**src/rtl/pkt_access_pkg.sv**
```systemverilog
package pkt_access_pkg;
  localparam int PTR_W     = 16;
  localparam int OFS_W     = 11;
  localparam int BIT_RXSEL = 15;
  localparam int BIT_AINC  = 14;
  localparam int BIT_READ  = 13;

  typedef struct packed {
    logic             rx_sel;
    logic             auto_inc;
    logic             rd_mode;
    logic [OFS_W-1:0] ofs;
  } ptr_t;
endpackage

```
**src/rtl/pkt_ptr_reg.sv**
```systemverilog
module pkt_ptr_reg
  import pkt_access_pkg::*;
(
  input  logic             clk,
  input  logic             rst_n,
  input  logic             ptr_wr,
  input  logic [PTR_W-1:0] ptr_wdata,
  input  logic             adv,
  input  logic             adv_word,
  output ptr_t             ptr
);
  logic [OFS_W-1:0] step;

  assign step = adv_word ? OFS_W'(2) : OFS_W'(1);

  always_ff @(posedge clk) begin
    if (!rst_n) begin
      ptr <= '0;
    end else if (ptr_wr) begin
      ptr.rx_sel   <= ptr_wdata[BIT_RXSEL];
      ptr.auto_inc <= ptr_wdata[BIT_AINC];
      ptr.rd_mode  <= ptr_wdata[BIT_READ];
      ptr.ofs      <= ptr_wdata[OFS_W-1:0];
    end else if (adv && ptr.auto_inc) begin
      ptr.ofs <= ptr.ofs + step;
    end
  end

  // offset moves by the access width, modulo 2048
  assert_ofs_step_R4: assert property (@(posedge clk) disable iff (!rst_n)
    (adv && !ptr_wr && ptr.auto_inc) |=> ptr.ofs == $past(ptr.ofs) + $past(step));

  // no advance without the auto-advance flag
  assert_ofs_hold_R5: assert property (@(posedge clk) disable iff (!rst_n)
    (adv && !ptr_wr && !ptr.auto_inc) |=> $stable(ptr.ofs));
endmodule

```
**src/rtl/pkt_addr_sel.sv**
```systemverilog
module pkt_addr_sel
  import pkt_access_pkg::*;
#(
  parameter int PNUM_W = 6,
  localparam int AW    = PNUM_W + OFS_W - 1
)(
  input  logic              clk,
  input  logic              rst_n,
  input  logic              pnr_wr,
  input  logic [PNUM_W-1:0] pnr_wdata,
  input  logic [PNUM_W-1:0] rxq_head,
  input  logic              rx_sel,
  input  logic [OFS_W-1:0]  ofs,
  output logic [AW-1:0]     waddr
);
  logic [PNUM_W-1:0] pnr_q;
  logic [PNUM_W-1:0] pnum;

  always_ff @(posedge clk) begin
    if (!rst_n)      pnr_q <= '0;
    else if (pnr_wr) pnr_q <= pnr_wdata;
  end

  assign pnum  = rx_sel ? rxq_head : pnr_q;
  assign waddr = {pnum, ofs[OFS_W-1:1]};
endmodule

```
**src/rtl/pkt_prefetch.sv**
```systemverilog
module pkt_prefetch #(
  parameter int AW = 16,
  parameter int DW = 16
)(
  input  logic          clk,
  input  logic          rst_n,
  input  logic          rd_mode,
  input  logic [AW-1:0] cur_waddr,
  input  logic          ptr_wr,
  input  logic          wr_req,
  input  logic          wr_acc,
  input  logic [DW-1:0] mem_rdata,
  output logic          fetch_go,
  output logic          fl_busy,
  output logic          data_ok,
  output logic [DW-1:0] data_word
);
  logic          pf_valid, fl_valid;
  logic [AW-1:0] pf_addr, fl_addr;
  logic [DW-1:0] pf_data;
  logic          pf_hit, fl_hit;

  assign pf_hit    = pf_valid && (pf_addr == cur_waddr);
  assign fl_hit    = fl_valid && (fl_addr == cur_waddr);
  assign data_ok   = pf_hit || fl_hit;
  assign data_word = fl_hit ? mem_rdata : pf_data;
  assign fetch_go  = rd_mode && !data_ok && !wr_req && !ptr_wr;
  assign fl_busy   = fl_valid;

  always_ff @(posedge clk) begin
    if (!rst_n) begin
      fl_valid <= 1'b0;
      fl_addr  <= '0;
      pf_valid <= 1'b0;
      pf_addr  <= '0;
      pf_data  <= '0;
    end else begin
      fl_valid <= fetch_go;
      if (fetch_go) fl_addr <= cur_waddr;
      if (ptr_wr || wr_acc) begin
        pf_valid <= 1'b0;
      end else if (fl_valid) begin
        pf_valid <= 1'b1;
        pf_addr  <= fl_addr;
        pf_data  <= mem_rdata;
      end
    end
  end
endmodule

```
**src/rtl/pkt_access_port.sv**
```systemverilog
module pkt_access_port
  import pkt_access_pkg::*;
#(
  parameter int PNUM_W = 6,
  localparam int AW    = PNUM_W + OFS_W - 1
)(
  input  logic              clk,
  input  logic              rst_n,
  input  logic [PNUM_W-1:0] rxq_head,
  input  logic              pnr_wr,
  input  logic [PNUM_W-1:0] pnr_wdata,
  input  logic              ptr_wr,
  input  logic [PTR_W-1:0]  ptr_wdata,
  output logic [PTR_W-1:0]  ptr_q,
  input  logic              acc_valid,
  input  logic              acc_write,
  input  logic              acc_word,
  input  logic [15:0]       acc_wdata,
  output logic              acc_ready,
  output logic              rd_valid,
  output logic [15:0]       rd_data,
  output logic [AW-1:0]     mem_addr,
  output logic              mem_re,
  output logic              mem_we,
  output logic [1:0]        mem_be,
  output logic [15:0]       mem_wdata,
  input  logic [15:0]       mem_rdata
);
  ptr_t          ptr;
  logic [AW-1:0] cur_waddr;
  logic          fetch_go, fl_busy, data_ok;
  logic [15:0]   data_word;
  logic          acc_fire;

  assign acc_ready = acc_write ? !fl_busy : (ptr.rd_mode && data_ok);
  assign acc_fire  = acc_valid && acc_ready;

  pkt_ptr_reg u_ptr (
    .clk       (clk),
    .rst_n     (rst_n),
    .ptr_wr    (ptr_wr),
    .ptr_wdata (ptr_wdata),
    .adv       (acc_fire),
    .adv_word  (acc_word),
    .ptr       (ptr)
  );

  pkt_addr_sel #(.PNUM_W(PNUM_W)) u_addr (
    .clk       (clk),
    .rst_n     (rst_n),
    .pnr_wr    (pnr_wr),
    .pnr_wdata (pnr_wdata),
    .rxq_head  (rxq_head),
    .rx_sel    (ptr.rx_sel),
    .ofs       (ptr.ofs),
    .waddr     (cur_waddr)
  );

  pkt_prefetch #(.AW(AW), .DW(16)) u_pf (
    .clk       (clk),
    .rst_n     (rst_n),
    .rd_mode   (ptr.rd_mode),
    .cur_waddr (cur_waddr),
    .ptr_wr    (ptr_wr),
    .wr_req    (acc_valid && acc_write),
    .wr_acc    (acc_fire && acc_write),
    .mem_rdata (mem_rdata),
    .fetch_go  (fetch_go),
    .fl_busy   (fl_busy),
    .data_ok   (data_ok),
    .data_word (data_word)
  );

  assign ptr_q = {ptr.rx_sel, ptr.auto_inc, ptr.rd_mode, 2'b00, ptr.ofs};

  assign rd_valid = acc_fire && !acc_write;
  assign rd_data  = acc_word  ? data_word :
                    ptr.ofs[0] ? {8'h00, data_word[15:8]} : {8'h00, data_word[7:0]};

  assign mem_addr  = cur_waddr;
  assign mem_re    = fetch_go;
  assign mem_we    = acc_fire && acc_write;
  assign mem_be    = acc_word ? 2'b11 : (ptr.ofs[0] ? 2'b10 : 2'b01);
  assign mem_wdata = acc_word ? acc_wdata : {2{acc_wdata[7:0]}};

  // the RAM port never writes while a fetch is returning
  assert_no_wr_in_fetch_R11: assert property (@(posedge clk) disable iff (!rst_n)
    mem_we |-> !fl_busy);

  // reads only complete in read direction
  assert_rd_needs_mode_R9: assert property (@(posedge clk) disable iff (!rst_n)
    rd_valid |-> ptr.rd_mode);

  // a byte write touches exactly one lane
  assert_byte_lane_R8: assert property (@(posedge clk) disable iff (!rst_n)
    (mem_we && !acc_word) |-> $countones(mem_be) == 1);

  // no read is taken in the cycle right after a pointer write
  assert_ptr_wr_stall_R6: assert property (@(posedge clk) disable iff (!rst_n)
    ptr_wr |=> !rd_valid);
endmodule

```
**config.mk**
```make
export PLATFORM = sky130hd
export DESIGN_NAME = pkt_access_port
export DESIGN_NICKNAME = d
export VERILOG_FILES = /design/src/rtl/pkt_access_pkg.sv /design/src/rtl/pkt_ptr_reg.sv /design/src/rtl/pkt_addr_sel.sv /design/src/rtl/pkt_prefetch.sv /design/src/rtl/pkt_access_port.sv
export SDC_FILE = /design/constraint.sdc
export NUM_CORES = 1
export LEC_CHECK = 0
export ABC_AREA = 1
export ABC_CLOCK_PERIOD_IN_PS = 2880
export BUFFER_PORTS_ARGS = -buffer_cell sky130_fd_sc_hd__buf_4
export CAP_MARGIN = 0
export CORE_MARGIN = 1.5
export CORE_UTILIZATION = 47
export CTS_BUF_LIST = sky130_fd_sc_hd__clkbuf_2
export DETAILED_ROUTE_END_ITERATION = 6
export PLACE_DENSITY_LB_ADDON = 0.15
export SYNTH_ARGS = -nofsm -noshare
export SYNTH_HDL_FRONTEND = slang
export SYNTH_HIERARCHICAL = 1
export SYNTH_SLANG_ARGS = --single-unit
```
**constraint.sdc**
```tcl
create_clock -name clk -period 2.88 [get_ports clk]
set_input_delay 0.144 -clock clk [delete_from_list [all_inputs] [get_ports clk]]
set_output_delay 0.144 -clock clk [all_outputs]
set_load 0.03 [all_outputs]
```
======== Yosys cells after proc, flatten, opt, wreduce, memory -nomap -nowiden ========
Cells that the tools add are included.
storage, ports and cells
  input bits .............................. 67
  register bits ........................... 70
cells by class
  equality and inequality tests ........... 2
  $add $sub $neg .......................... 1
  reduce and logical (&&, ||, !) cells .... 21
  bitwise operators ....................... 2
  muxes and demuxes ....................... 11
operators by type and width
  cell                 number
  16-bit two-way mux   3
  16-bit == test       2
  11-bit two-way mux   2
  11-bit adder         1
  1-bit logical AND    11
  8-bit two-way mux    1
  2-bit two-way mux    3
  6-bit two-way mux    1
  1-bit logical NOT    5
  1-bit logical OR     2
  1-bit NOT            2
  2-bit AND reduction  1
  2-bit nonzero test   1
  2-bit OR reduction   1
  1-bit two-way mux    1

======== Depth between registers and ports, before layout ========
Gate-level depths: netlist of run 1.
  word-level depth ........................ 11
  depth in mapped cells ................... 19

======== By module ========
Netlist of run 1, hierarchy kept.
by module, submodules not included
  module           area each (um^2)  times used  sequential area each (um^2)  cells each
  pkt_prefetch     2901.5            1           1001.0                       454
  pkt_ptr_reg      863.3             1           280.3                        133
  pkt_access_port  426.7             1           0.0                          93
  pkt_addr_sel     405.4             1           120.1                        66

======== Worst setup path after synthesis of run 1 ========
Ideal clock, no wire load.
  path type ............................... register to register
  start point ............................. reg, netlist name u_ptr/ptr[13]
  end point ............................... reg, netlist name u_ptr/ptr[8]
  period minus slack after synthesis ...... 3.230 ns
  stages on the path, launching flop included .. 17
  arrival ................................. 3.112 ns
  path buffers ............................ 1
  path slack .............................. -0.350 ns
  data required time ...................... 2.762 ns
  cells stage by stage .................... dfxtp_1 > o21ai_0 > inv_1 > nand2_1 > o21ai_0 > or3b_2 > nor3_1 > nand3_1 > nand2_1 > nand4_1 > nand2_1 > nand2_1 > nand2_2 > buf_6 > o21ai_0 > a31oi_1 > nor2_1
between the ends
  cells in the longest elaborated chain, start to end .. 9
  elaborated cells between the ends (all ways) .. 11
ends and longest elaborated chain
  what                                         line                                    RTL
  6-bit two-way mux (*)                        pkt_addr_sel.sv:24                      assign pnum = rx_sel ? rxq_head : pnr_q;
  named net mem_addr[13]                       pkt_access_port.sv:22                   output logic [AW-1:0] mem_addr,
  16-bit == test, on equally long branches     pkt_prefetch.sv:23, pkt_prefetch.sv:24
  1-bit logical AND, on equally long branches  pkt_prefetch.sv:23, pkt_prefetch.sv:24
  1-bit logical OR (*)                         pkt_prefetch.sv:25                      assign data_ok = pf_hit || fl_hit;
  named net data_ok                            pkt_access_port.sv:31                   logic fetch_go, fl_busy, data_ok;
  1-bit logical AND (*)                        pkt_access_port.sv:35                   assign acc_ready = acc_write ? !fl_busy : (ptr.rd_mode && data_ok);
  1-bit two-way mux (*)                        pkt_access_port.sv:35
  1-bit logical AND (*)                        pkt_access_port.sv:36                   assign acc_fire = acc_valid && acc_ready;
  named net acc_fire                           pkt_access_port.sv:33                   logic acc_fire;
  1-bit logical AND (*)                        pkt_ptr_reg.sv:24                       end else if (adv && ptr.auto_inc) begin
  2-bit nonzero test (no line) (*)             --
The timed path passes the listed nets; every way through them passes the cells marked *.
A chain may end at the register's enable or synchronous reset.

======== Worst setup path in the final report of run 1 ========
  start point ............................. reg, netlist name u_ptr/ptr[13]
  end point ............................... out rd_data[0]
between the ends
  cells in the longest elaborated chain, start to end .. 6
ends and longest elaborated chain
  what                    line                   RTL
  6-bit two-way mux       pkt_addr_sel.sv:24
  16-bit == test          pkt_prefetch.sv:24     assign fl_hit = fl_valid && (fl_addr == cur_waddr);
  1-bit logical AND       pkt_prefetch.sv:24
  16-bit two-way mux      pkt_prefetch.sv:26     assign data_word = fl_hit ? mem_rdata : pf_data;
  named net data_word[8]  pkt_access_port.sv:32  logic [15:0] data_word;
  8-bit two-way mux       pkt_access_port.sv:78  ptr.ofs[0] ? {8'h00, data_word[15:8]} : {8'h00, data_word[7:0]};
  16-bit two-way mux      pkt_access_port.sv:77  assign rd_data = acc_word ? data_word :
  end: declaration        pkt_access_port.sv:21  output logic [15:0] rd_data,
The timed path passes the listed nets, and every way through them passes these cells.

==> impl_metrics.env, run 1 <==
export IMPL_run_status="complete, no violations"
export IMPL_fin_worst_skew_ns=0.0349
export IMPL_fin_cells=1060
export IMPL_cts_max_path_buffers=2
export IMPL_grt_pass1_vias=4941
export IMPL_hp_class="input port to flop"
export IMPL_hold_slack_ns=0.0844
export IMPL_num_vias=5484
export IMPL_syn_to_final_growth_pct=45.6
export IMPL_cp_data_arrival_time_ns=2.72
export IMPL_die_x_um=102
export IMPL_synth_area_um2=4600
export IMPL_antenna_found_initial=0
export IMPL_finalSetupViolations=0
export IMPL_grt_start_max_net_pins=62
export IMPL_end_kind="output port"
export IMPL_grt_pass1_wl_mm=22.9
export IMPL_path_class="flop to output port"
export IMPL_drtIter0Drc=313
export IMPL_fillerInstances=758
export IMPL_row_count=35
export IMPL_max_freq_mhz=349
export IMPL_ys_types=39
export IMPL_syn_inst=746
export IMPL_via_per_inst=5.17
export IMPL_setup_tns_ns=0
export IMPL_initial_utilization_pct=49.1
export IMPL_final_cell_mix="nand2_1, buf_4, inv_1, dfxtp_1, nor2_1"
export IMPL_clock_sinks=70
export IMPL_timing_final_crit_period_ns=2.87
export IMPL_die_area_um2=10400
export IMPL_rsz0062_at_grt="true"
export IMPL_critPathMaxStageDelay_ns=0.41
export IMPL_synth_edf_count=0
export IMPL_finalMaxSlewViolations=0
export IMPL_synth_flop_cell="dfxtp_1"
export IMPL_nets=996
export IMPL_place_inst=977
export IMPL_path_buf_inv=4
export IMPL_htree_levels=3
export IMPL_startpoint_type="flop"
export IMPL_relSlewSlack_pct=47.2
export IMPL_peakVddDrop_v=0.000206
export IMPL_synth_avg_cell_area_um2=6.16
export IMPL_fp_coreArea_um2=9370
export IMPL_wirelength_mm=15.9
export IMPL_track_usage_pct=27.9
export IMPL_p_per_area_nw_per_um2=354
export IMPL_insertedDiodeCount=0
export IMPL_synth_yosys_seq_area_share_pct=30.5
export IMPL_cpMaxStageDelayCell="dfxtp_4"
export IMPL_layout_setup_ws_ns=0.0114
export IMPL_yosysWarnings=6
export IMPL_async_flop_share_pct=0
export IMPL_clkTransAtPathRegs_ns=0.21
export IMPL_io_buffers=132
export IMPL_drt_pass1_iter_count=6
export IMPL_power_leakage_nw=3.23
export IMPL_layout_commonest_cell="nand2_1"
export IMPL_cts_root_buffer="clkbuf_2"
export IMPL_drc=0
export IMPL_drt_antenna_violating_nets=0
export IMPL_hpwlAfterDp_mm=10.0
export IMPL_drive_gt1_share_pct=28.5
export IMPL_required_ns=2.74
export IMPL_fin_crit_sh_pct=99.6
export IMPL_clock_latency_ns=0.54
export IMPL_cts_buffers=9
export IMPL_gp_congestion=0.978
export IMPL_pre_cts_ws_ns=0.105
export IMPL_cp_cell_sequence="buf_8 -> o21ai_4 -> inv_2 -> nand2_2 -> nand2_1 -> nand3b_1 -> nor2_4 -> nand3_4 -> clkbuf_16 -> a21oi_4 -> nand2_1 -> nand2_1 -> buf_6"
export IMPL_io_pins=137
export IMPL_cpMostUsedCell="nand2_1"
export IMPL_grt_overflow=0
export IMPL_wl_per_cell_um=15.0
export IMPL_cts_tree="yes"
export IMPL_ys_seq_elements=70
export IMPL_worstPathMaxFanout=8
export IMPL_die_y_um=102
export IMPL_worst_pin_slew_ns=0.789
export IMPL_crit_family="simple AND/OR/NAND/NOR gates"
export IMPL_finalHoldViolCount=0
export IMPL_maxCapViolations=0
[cell usage after synthesis (all sizes together), types with 3 or more instances]
cell type | count | area [µm²]
a21oi | 58 | 350
buf | 33 | 274
nor2 | 81 | 332
nor3 | 6 | 30.0
xnor2 | 5 | 43.8
nand4 | 29 | 181
inv | 129 | 492
o21ai | 56 | 280
dfxtp | 70 | 1400
nand3b | 3 | 22.5
nand2 | 223 | 850
clkbuf | 13 | 48.8
a31oi | 4 | 25.0
nand3 | 22 | 140
[routing by layer]
layer	up-vias	global-route usage, %	wire [µm]
met5	-	0	0
met4	0	10.2	530
met3	52	3.28	1170
met2	264	50.1	7700
met1	2500	34.4	6490
li1	2668	-	-
[per-stage QoR]
stage	cell area (µm²)	power (mW)	util, %
after global placement	5550	1.67	59.2
after detailed placement	5550	1.68	59.2
after CTS	6210	2.30	66.3
final	6690	2.37	71.4
after floorplan	4610	1.46	-
after global routing	6690	2.49	71.4
[timing repair]
item                       CTS  global route
cloned                       0             4
gates resized for setup      6            81
setup buffers                0            10
pin swaps                    0            18
hold endpoints to repair    37             0
setup endpoints to repair   18            28
hold buffers                53             0
[final cells by class]
| cell class | instances | area, µm² | share of cell area [%] |
|---|---|---|---|
| clock buffers | 9 | 45.0 | 0.673 |
| clock inverters | 7 | 65.1 | 0.972 |
| inverters | 130 | 495 | 7.40 |
| multi-input cells | 501 | 2640 | 39.4 |
| flip-flops and latches | 70 | 1410 | 21.0 |
| well taps | 129 | 161 | 2.41 |
| repair buffers | 214 | 1880 | 28.1 |
[state kept, by name, indices dropped and copies added, names as in the netlist]
| name | flops |
|---|---|
| u_pf/fl_busy | 1 |
| u_pf/pf_addr | 16 |
| u_ptr/ptr | 14 |
| u_pf/pf_data | 16 |
| u_pf/fl_addr | 16 |
| u_pf/pf_valid | 1 |
| u_addr/pnr_q | 6 |
[worst reg2reg max path, delay by kind of cell, from the launching register on]
kind | cells | cell delay [ns]
buffers and inverters | 2 | 0.23
AND/OR/NAND/NOR | 10 | 1.57
AO/OA/AOI/OAI | 3 | 0.39
flip-flops | 1 | 0.41
[final timing paths]
check,slack [ns],start,endpoint,cells past startpoint
worst min-delay path,0.08,acc_write,u_pf/pf_valid$_SDFFE_PP0P_,6
worst max register to register,0.23,u_ptr/ptr[13]$_SDFFE_PN0P_,u_ptr/ptr[4]$_SDFFE_PN0P_,15
worst min register to register,0.49,u_pf/pf_addr[7]$_SDFFE_PN0P_,u_pf/pf_addr[7]$_SDFFE_PN0P_,2
worst max-delay path,0.01,u_ptr/ptr[13]$_SDFFE_PN0P_,rd_data[0],13
[power by group]
group          internal (mW)  total, mW  switching, mW
Clock                  0.192      0.572          0.381
Sequential              1.01       1.05         0.0425
Combinational          0.313      0.745          0.432
Total                   1.51       2.37          0.855
[kinds of logic after synthesis]
family / Yosys count / synth area share, %
adders and majority gates: 3 / 0.980
and+or+nand+nor: 370 / 34.9
other: 1 / 0.0816
DFF: 70 / 30.5
AOI/OAI and AO/OA: 121 / 14.8
xor gates and xnor gates: 5 / 0.953
buffers and inverters: 176 / 17.8
Note: power is estimated with default switching activity, not from simulation.
==> run 2: changes to the inputs <==
--- a/config.mk
+++ b/config.mk
@@ -7,12 +7,12 @@
 export LEC_CHECK = 0
 export ABC_AREA = 1
 export ABC_CLOCK_PERIOD_IN_PS = 2880
-export BUFFER_PORTS_ARGS = -buffer_cell sky130_fd_sc_hd__buf_4
 export CAP_MARGIN = 0
 export CORE_MARGIN = 1.5
 export CORE_UTILIZATION = 47
 export CTS_BUF_LIST = sky130_fd_sc_hd__clkbuf_2
 export DETAILED_ROUTE_END_ITERATION = 6
+export DONT_BUFFER_PORTS = 1
 export PLACE_DENSITY_LB_ADDON = 0.15
 export SYNTH_ARGS = -nofsm -noshare
 export SYNTH_HDL_FRONTEND = slang
==> run 2 against run 1 <==
Against the previous run: sequential cell count stayed put; core utilization is 9.2 points lower; cell count is 11% lower; critical endpoint is now rd_data[5]; highest routed layer unchanged; critical path depth is 1 higher; die area stayed put; clock power is 44% higher; global-route usage is 1.7 points lower; final area is 13% lower; wire length is 9.5% lower.
==> impl_metrics.env, run 2 (synthesized netlist as in run 1, its figures left out) <==
export IMPL_run_status="complete, no violations"
export IMPL_max_freq_mhz=360
export IMPL_worst_pin_slew_ns=0.864
export IMPL_path_buf_inv=5
export IMPL_drive_gt1_share_pct=20.1
export IMPL_fp_coreArea_um2=9370
export IMPL_fillerInstances=863
export IMPL_worstPathMaxFanout=7
export IMPL_maxCapViolations=0
export IMPL_peakVddDrop_v=0.000211
export IMPL_power_leakage_nw=2.68
export IMPL_clock_latency_ns=0.52
export IMPL_grt_pass1_vias=4548
export IMPL_insertedDiodeCount=0
export IMPL_htree_levels=3
export IMPL_reg2reg_slack_ns=0.15
export IMPL_grt_overflow=0
export IMPL_rsz0062_at_grt="true"
export IMPL_required_ns=2.74
export IMPL_p_per_area_nw_per_um2=424
export IMPL_drtIter0Drc=346
export IMPL_final_cell_mix="nand2_1, inv_1, dfxtp_1, nor2_1, dlygate4sd3_1"
export IMPL_cts_root_buffer="clkbuf_2"
export IMPL_io_buffers=0
export IMPL_die_area_um2=10400
export IMPL_die_x_um=102
export IMPL_r2r_start="u_ptr/ptr[13]$_SDFFE_PN0P_"
export IMPL_cp_data_arrival_time_ns=2.64
export IMPL_min_from="rxq_head[2]"
export IMPL_track_usage_pct=26.2
export IMPL_grt_pass1_wl_mm=21.3
export IMPL_startpoint_type="flop"
export IMPL_cts_max_path_buffers=2
export IMPL_die_y_um=102
export IMPL_fin_crit_sh_pct=96.6
export IMPL_r2r_cells=16
export IMPL_syn_to_final_growth_pct=26.8
export IMPL_finalHoldViolCount=0
export IMPL_grt_start_max_net_pins=61
export IMPL_drt_pass1_iter_count=5
export IMPL_io_pins=137
export IMPL_cp_cell_sequence="buf_8 -> o21ai_4 -> buf_6 -> inv_4 -> nand2_2 -> nand2_1 -> nand3b_1 -> nor2_2 -> nand3_4 -> buf_12 -> a21oi_4 -> nand2_1 -> nand2_2 -> buf_12"
export IMPL_startpoint="u_ptr/ptr[13]$_SDFFE_PN0P_"
export IMPL_wirelength_mm=14.4
export IMPL_crit_end="rd_data[5]"
export IMPL_row_count=35
export IMPL_timing_final_crit_period_ns=2.78
export IMPL_hpwlAfterDp_mm=9.44
export IMPL_utilization_pct=62.2
export IMPL_gp_congestion=0.983
export IMPL_finalSetupViolations=0
export IMPL_wl_per_cell_um=15.3
export IMPL_r2r_end="u_ptr/ptr[8]$_SDFFE_PN0P_"
export IMPL_cts_buffers=9
export IMPL_fin_total_pwr_mw=2.47
export IMPL_crit_family="simple AND/OR/NAND/NOR gates"
export IMPL_relSlewSlack_pct=42.3
export IMPL_drt_antenna_violating_nets=0
export IMPL_cpMaxStageDelayCell="dfxtp_4"
export IMPL_fin_worst_skew_ns=0.0377
export IMPL_nets=879
export IMPL_num_vias=4909
export IMPL_crit_cells=14
export IMPL_antenna_found_initial=0
export IMPL_finalMaxSlewViolations=0
export IMPL_initial_utilization_pct=49.1
export IMPL_drc=0
export IMPL_via_per_inst=5.21
export IMPL_layout_commonest_cell="nand2_1"
export IMPL_top_regs="u_pf/fl_addr (16), u_pf/pf_addr (16), u_pf/pf_data (16)"
export IMPL_critPathMaxStageDelay_ns=0.41
export IMPL_path_class="flop to output port"
export IMPL_end_kind="output port"
export IMPL_clkTransAtPathRegs_ns=0.22
export IMPL_hp_class="input port to flop"
export IMPL_cts_tree="yes"
export IMPL_clock_sinks=70
==> run 2: how the worst min path moves through the flow <==
stage	endpoint	slack, ns	cells past startpoint
after detailed placement	u_pf/pf_valid$_SDFFE_PP0P_	0.23	1
after global placement	u_pf/pf_valid$_SDFFE_PP0P_	0.22	1
after global routing	u_pf/fl_addr[12]$_SDFFE_PN0P_	0.002	6
after CTS	u_ptr/ptr[0]$_SDFFE_PN0P_	0.01	4
after floorplan	u_pf/pf_valid$_SDFFE_PP0P_	0.22	1
final	u_pf/fl_addr[12]$_SDFFE_PN0P_	0.01	6
==> run 2: layout make-up <==
cell class                 instances  area, µm²  area share (%)
timing repair buffer              97        978            16.8
inverter                         130        502            8.61
sequential                        70       1410            24.1
clock inverter                     7        136            2.34
clock buffer                       9       45.0           0.773
tap                              129        161            2.77
multi-input combinational        501       2600            44.6
==> run 2: tightest hold or removal path, stage by stage <==
cell and delay, ns:
nand2_2 0.06, o21ai_4 0.07, inv_2 0.06, nand4_1 0.08, nand2_1 0.07, nor2_1 0.04
==> run 2: timing repair <==
item | 4_1_cts | 5_1_grt
gates resized for setup | 2 | 72
hold buffers | 48 | 0
endpoints found under the hold margin | 70 | 0
cloned | 0 | 5
buffers inserted | 0 | 12
setup endpoints to repair | 19 | 17
pin swaps | 0 | 10
==> run 2: power by group <==
part	internal, mW	switching, mW
Combinational	0.222	0.378
Clock	0.457	0.369
Sequential	1.01	0.0381
Total	1.69	0.785
==> run 2: through the flow <==
stage / std cells / setup WS [ns] / TNS [ns] / hold WS [ns] / area (µm²)
after global routing: 943 / -0.0356 / -0.109 / 0.00200 / 5830
after global placement: 862 / 0.129 / 0 / 0.225 / 4720
after detailed placement: 862 / 0.0856 / 0 / 0.227 / 4720
after floorplan: 747 / 0.0713 / 0 / 0.223 / 4610
after CTS: 926 / 0.00334 / 0 / 0.0133 / 5400
final: 943 / 0.0984 / 0 / 0.0104 / 5830
==> run 2: layer usage <==
| layer | up-vias | global-route usage, % | part of all wire, % |
|---|---|---|---|
| li1 | 2432 | - | - |
| met1 | 2237 | 32.2 | 42 |
| met2 | 208 | 45.9 | 49 |
| met3 | 32 | 4.10 | 6.5 |
| met4 | 0 | 10.4 | 2.6 |
| met5 | - | 0 | 0 |
==> run 3: changes to the inputs <==
--- a/config.mk
+++ b/config.mk
@@ -8,12 +8,11 @@
 export ABC_AREA = 1
 export ABC_CLOCK_PERIOD_IN_PS = 2880
 export CAP_MARGIN = 0
-export CORE_MARGIN = 1.5
+export CORE_MARGIN = 3
 export CORE_UTILIZATION = 47
 export CTS_BUF_LIST = sky130_fd_sc_hd__clkbuf_2
 export DETAILED_ROUTE_END_ITERATION = 6
 export DONT_BUFFER_PORTS = 1
-export PLACE_DENSITY_LB_ADDON = 0.15
 export SYNTH_ARGS = -nofsm -noshare
 export SYNTH_HDL_FRONTEND = slang
 export SYNTH_HIERARCHICAL = 1
==> run 3 against run 2 <==
Against the previous run: combinational power fell by 5.3%; first-iteration DRC count up 3.8%; highest routed layer unchanged; total power fell by 13%.
==> impl_metrics.env, run 3 (synthesized netlist as in run 1, its figures left out) <==
export IMPL_run_status="complete, no violations"
export IMPL_gp_congestion=0.884
export IMPL_p_per_area_nw_per_um2=385
export IMPL_nets=866
export IMPL_clock_latency_ns=0.50
export IMPL_cp_data_arrival_time_ns=2.59
export IMPL_p_sw_uw=752
export IMPL_drive_gt1_share_pct=18.1
export IMPL_die_area_um2=11000
export IMPL_grt_pass1_vias=4567
export IMPL_syn_to_final_growth_pct=21.9
export IMPL_wl_per_cell_um=15.4
export IMPL_grt_start_max_net_pins=61
export IMPL_layout_commonest_cell="nand2_1"
export IMPL_initial_utilization_pct=49.1
export IMPL_power_leakage_nw=2.59
export IMPL_startpoint_type="flop"
export IMPL_via_per_inst=5.26
export IMPL_timing_final_crit_period_ns=2.74
export IMPL_p_int_mw=1.40
export IMPL_power_clock_fraction_pct=25.3
export IMPL_cts_root_buffer="clkbuf_2"
export IMPL_finalSetupViolations=0
export IMPL_drt_pass1_iter_count=5
export IMPL_num_vias=4892
export IMPL_cts_buffers=9
export IMPL_die_x_um=105
export IMPL_required_ns=2.74
export IMPL_combPwrFrac_pct=26.4
export IMPL_fin_total_pwr_mw=2.16
export IMPL_sw_frac_of_total_pct=34.9
export IMPL_fillerInstances=914
export IMPL_multiInputGateArea_um2=2570
export IMPL_grt_overflow=0
export IMPL_hpwlAfterDp_mm=9.51
export IMPL_grt_pass1_wl_mm=22.2
export IMPL_grt_use_met3_pct=5.87
export IMPL_finalHoldViolCount=0
export IMPL_die_y_um=105
export IMPL_track_usage_pct=24.8
export IMPL_finalMaxSlewViolations=0
export IMPL_top_regs="u_pf/fl_addr (16), u_pf/pf_addr (16), u_pf/pf_data (16)"
export IMPL_fp_coreArea_um2=9370
export IMPL_relSlewSlack_pct=41.6
export IMPL_drc=0
export IMPL_placedInstanceArea_um2=4790
export IMPL_worst_pin_slew_ns=0.874
export IMPL_cts_tree="yes"
export IMPL_fin_worst_skew_ns=0.0238
export IMPL_io_pins=137
export IMPL_regArea_um2=1410
export IMPL_insertedDiodeCount=0
export IMPL_path_class="flop to output port"
export IMPL_cts_max_path_buffers=2
export IMPL_clock_sinks=70
export IMPL_final_area_um2=5600
export IMPL_htree_levels=3
export IMPL_drt_antenna_violating_nets=0
export IMPL_row_count=35
export IMPL_drtIter0Drc=359
export IMPL_hp_class="input port to flop"
export IMPL_wirelength_mm=14.3
export IMPL_clkTransAtPathRegs_ns=0.20
export IMPL_antenna_found_initial=0
export IMPL_sequentialPowerShare_pct=48.4
export IMPL_max_freq_mhz=365
export IMPL_grtUsageMet1_pct=28.7
export IMPL_maxCapViolations=0
export IMPL_io_buffers=0
export IMPL_met2_usage_pct=43.8
export IMPL_worstPathMaxFanout=8
export IMPL_fin_crit_sh_pct=95.1
export IMPL_peakVddDrop_v=0.000218
export IMPL_final_cell_mix="nand2_1, inv_1, dfxtp_1, nor2_1, o21ai_0"
export IMPL_rsz0062_at_grt="true"
export IMPL_end_kind="output port"
export IMPL_grt_busiest_layer="met2"
## run 3: changes by cell type in the layout (fill, tap and decap cells not counted), moves of 3 or more
cell / change
nand2_4: -6
dlygate4sd3_1: -6
nor2_4: +3
clkinv_1: +3
buf_4: -6
nand2_1: +7
inv_2: -4
buf_12: +3
bufinv_16: -3
o21ai_2: +3
o21ai_4: -3
inv_1: +6
## run 3: layout make-up
type,count,area share [%]
tap,129,2.88
clock buffer,10,0.893
sequential,70,25.1
inverter,130,8.84
multi-input combinational,501,45.8
timing repair buffer,84,15.5
clock inverter,6,0.938
## run 3: final timing paths
kind                            slack, ns                       endpoint  cells past startpoint                    startpoint
worst max-delay path                 0.14                     rd_data[4]                     16    u_ptr/ptr[13]$_SDFFE_PN0P_
worst min-delay path                 0.05  u_pf/fl_addr[12]$_SDFFE_PN0P_                      6                   rxq_head[2]
worst max register to register       0.25      u_ptr/ptr[8]$_SDFFE_PN0P_                     13    u_ptr/ptr[13]$_SDFFE_PN0P_
worst min register to register       0.48   u_pf/pf_addr[5]$_SDFFE_PN0P_                      2  u_pf/pf_addr[5]$_SDFFE_PN0P_
## run 3: repair_timing
item / CTS / global route
hold endpoints to repair: 70 / 0
gates resized for setup: 2 / 56
pin swaps: 1 / 10
cloned: 0 / 3
setup endpoints to repair: 17 / 28
hold buffers: 42 / 0
buffers inserted: 1 / 1
## run 3: power by group through the flow
stage          Sequential, mW  Combinational [mW]  Clock [mW]
2_1_floorplan            1.08               0.387           0
3_3_place_gp             1.06               0.466           0
3_5_place_dp             1.06               0.471           0
4_1_cts                  1.04               0.541       0.569
5_1_grt                  1.05               0.623       0.608
6_report                 1.04               0.568       0.545
## run 3: critical path, stage by stage (launching register included)
cell,delay (ns)
dfxtp_4,0.42
buf_6,0.14
nand2_1,0.07
o21ai_2,0.07
buf_4,0.14
nand2_1,0.07
nand2_2,0.07
nor2_1,0.09
nand2_1,0.07
nor2_2,0.15
nand3_4,0.15
clkbuf_16,0.21
nor2_2,0.10
a21oi_2,0.04
nand2_1,0.09
nand2_2,0.07
buf_12,0.13
## run 3: layer usage
metal,vias up,share of wire [%]
li1,2411,-
met4,0,2.9
met3,36,6.7
met2,200,48
met1,2245,42
met5,-,0
## run 3: through the flow
stage | instances | setup TNS, ns | util [%] | hold WS, ns | worst slack (ns)
3_3_place_gp | 867 | 0 | 51.1 | 0.231 | 0.189
2_1_floorplan | 747 | 0 | - | 0.223 | 0.0713
4_1_cts | 926 | 0 | 56.9 | 0.0445 | 0.00621
5_1_grt | 930 | -0.507 | 59.8 | 0.0192 | -0.0690
6_report | 930 | 0 | 59.8 | 0.0498 | 0.141
3_5_place_dp | 867 | 0 | 51.1 | 0.229 | 0.112
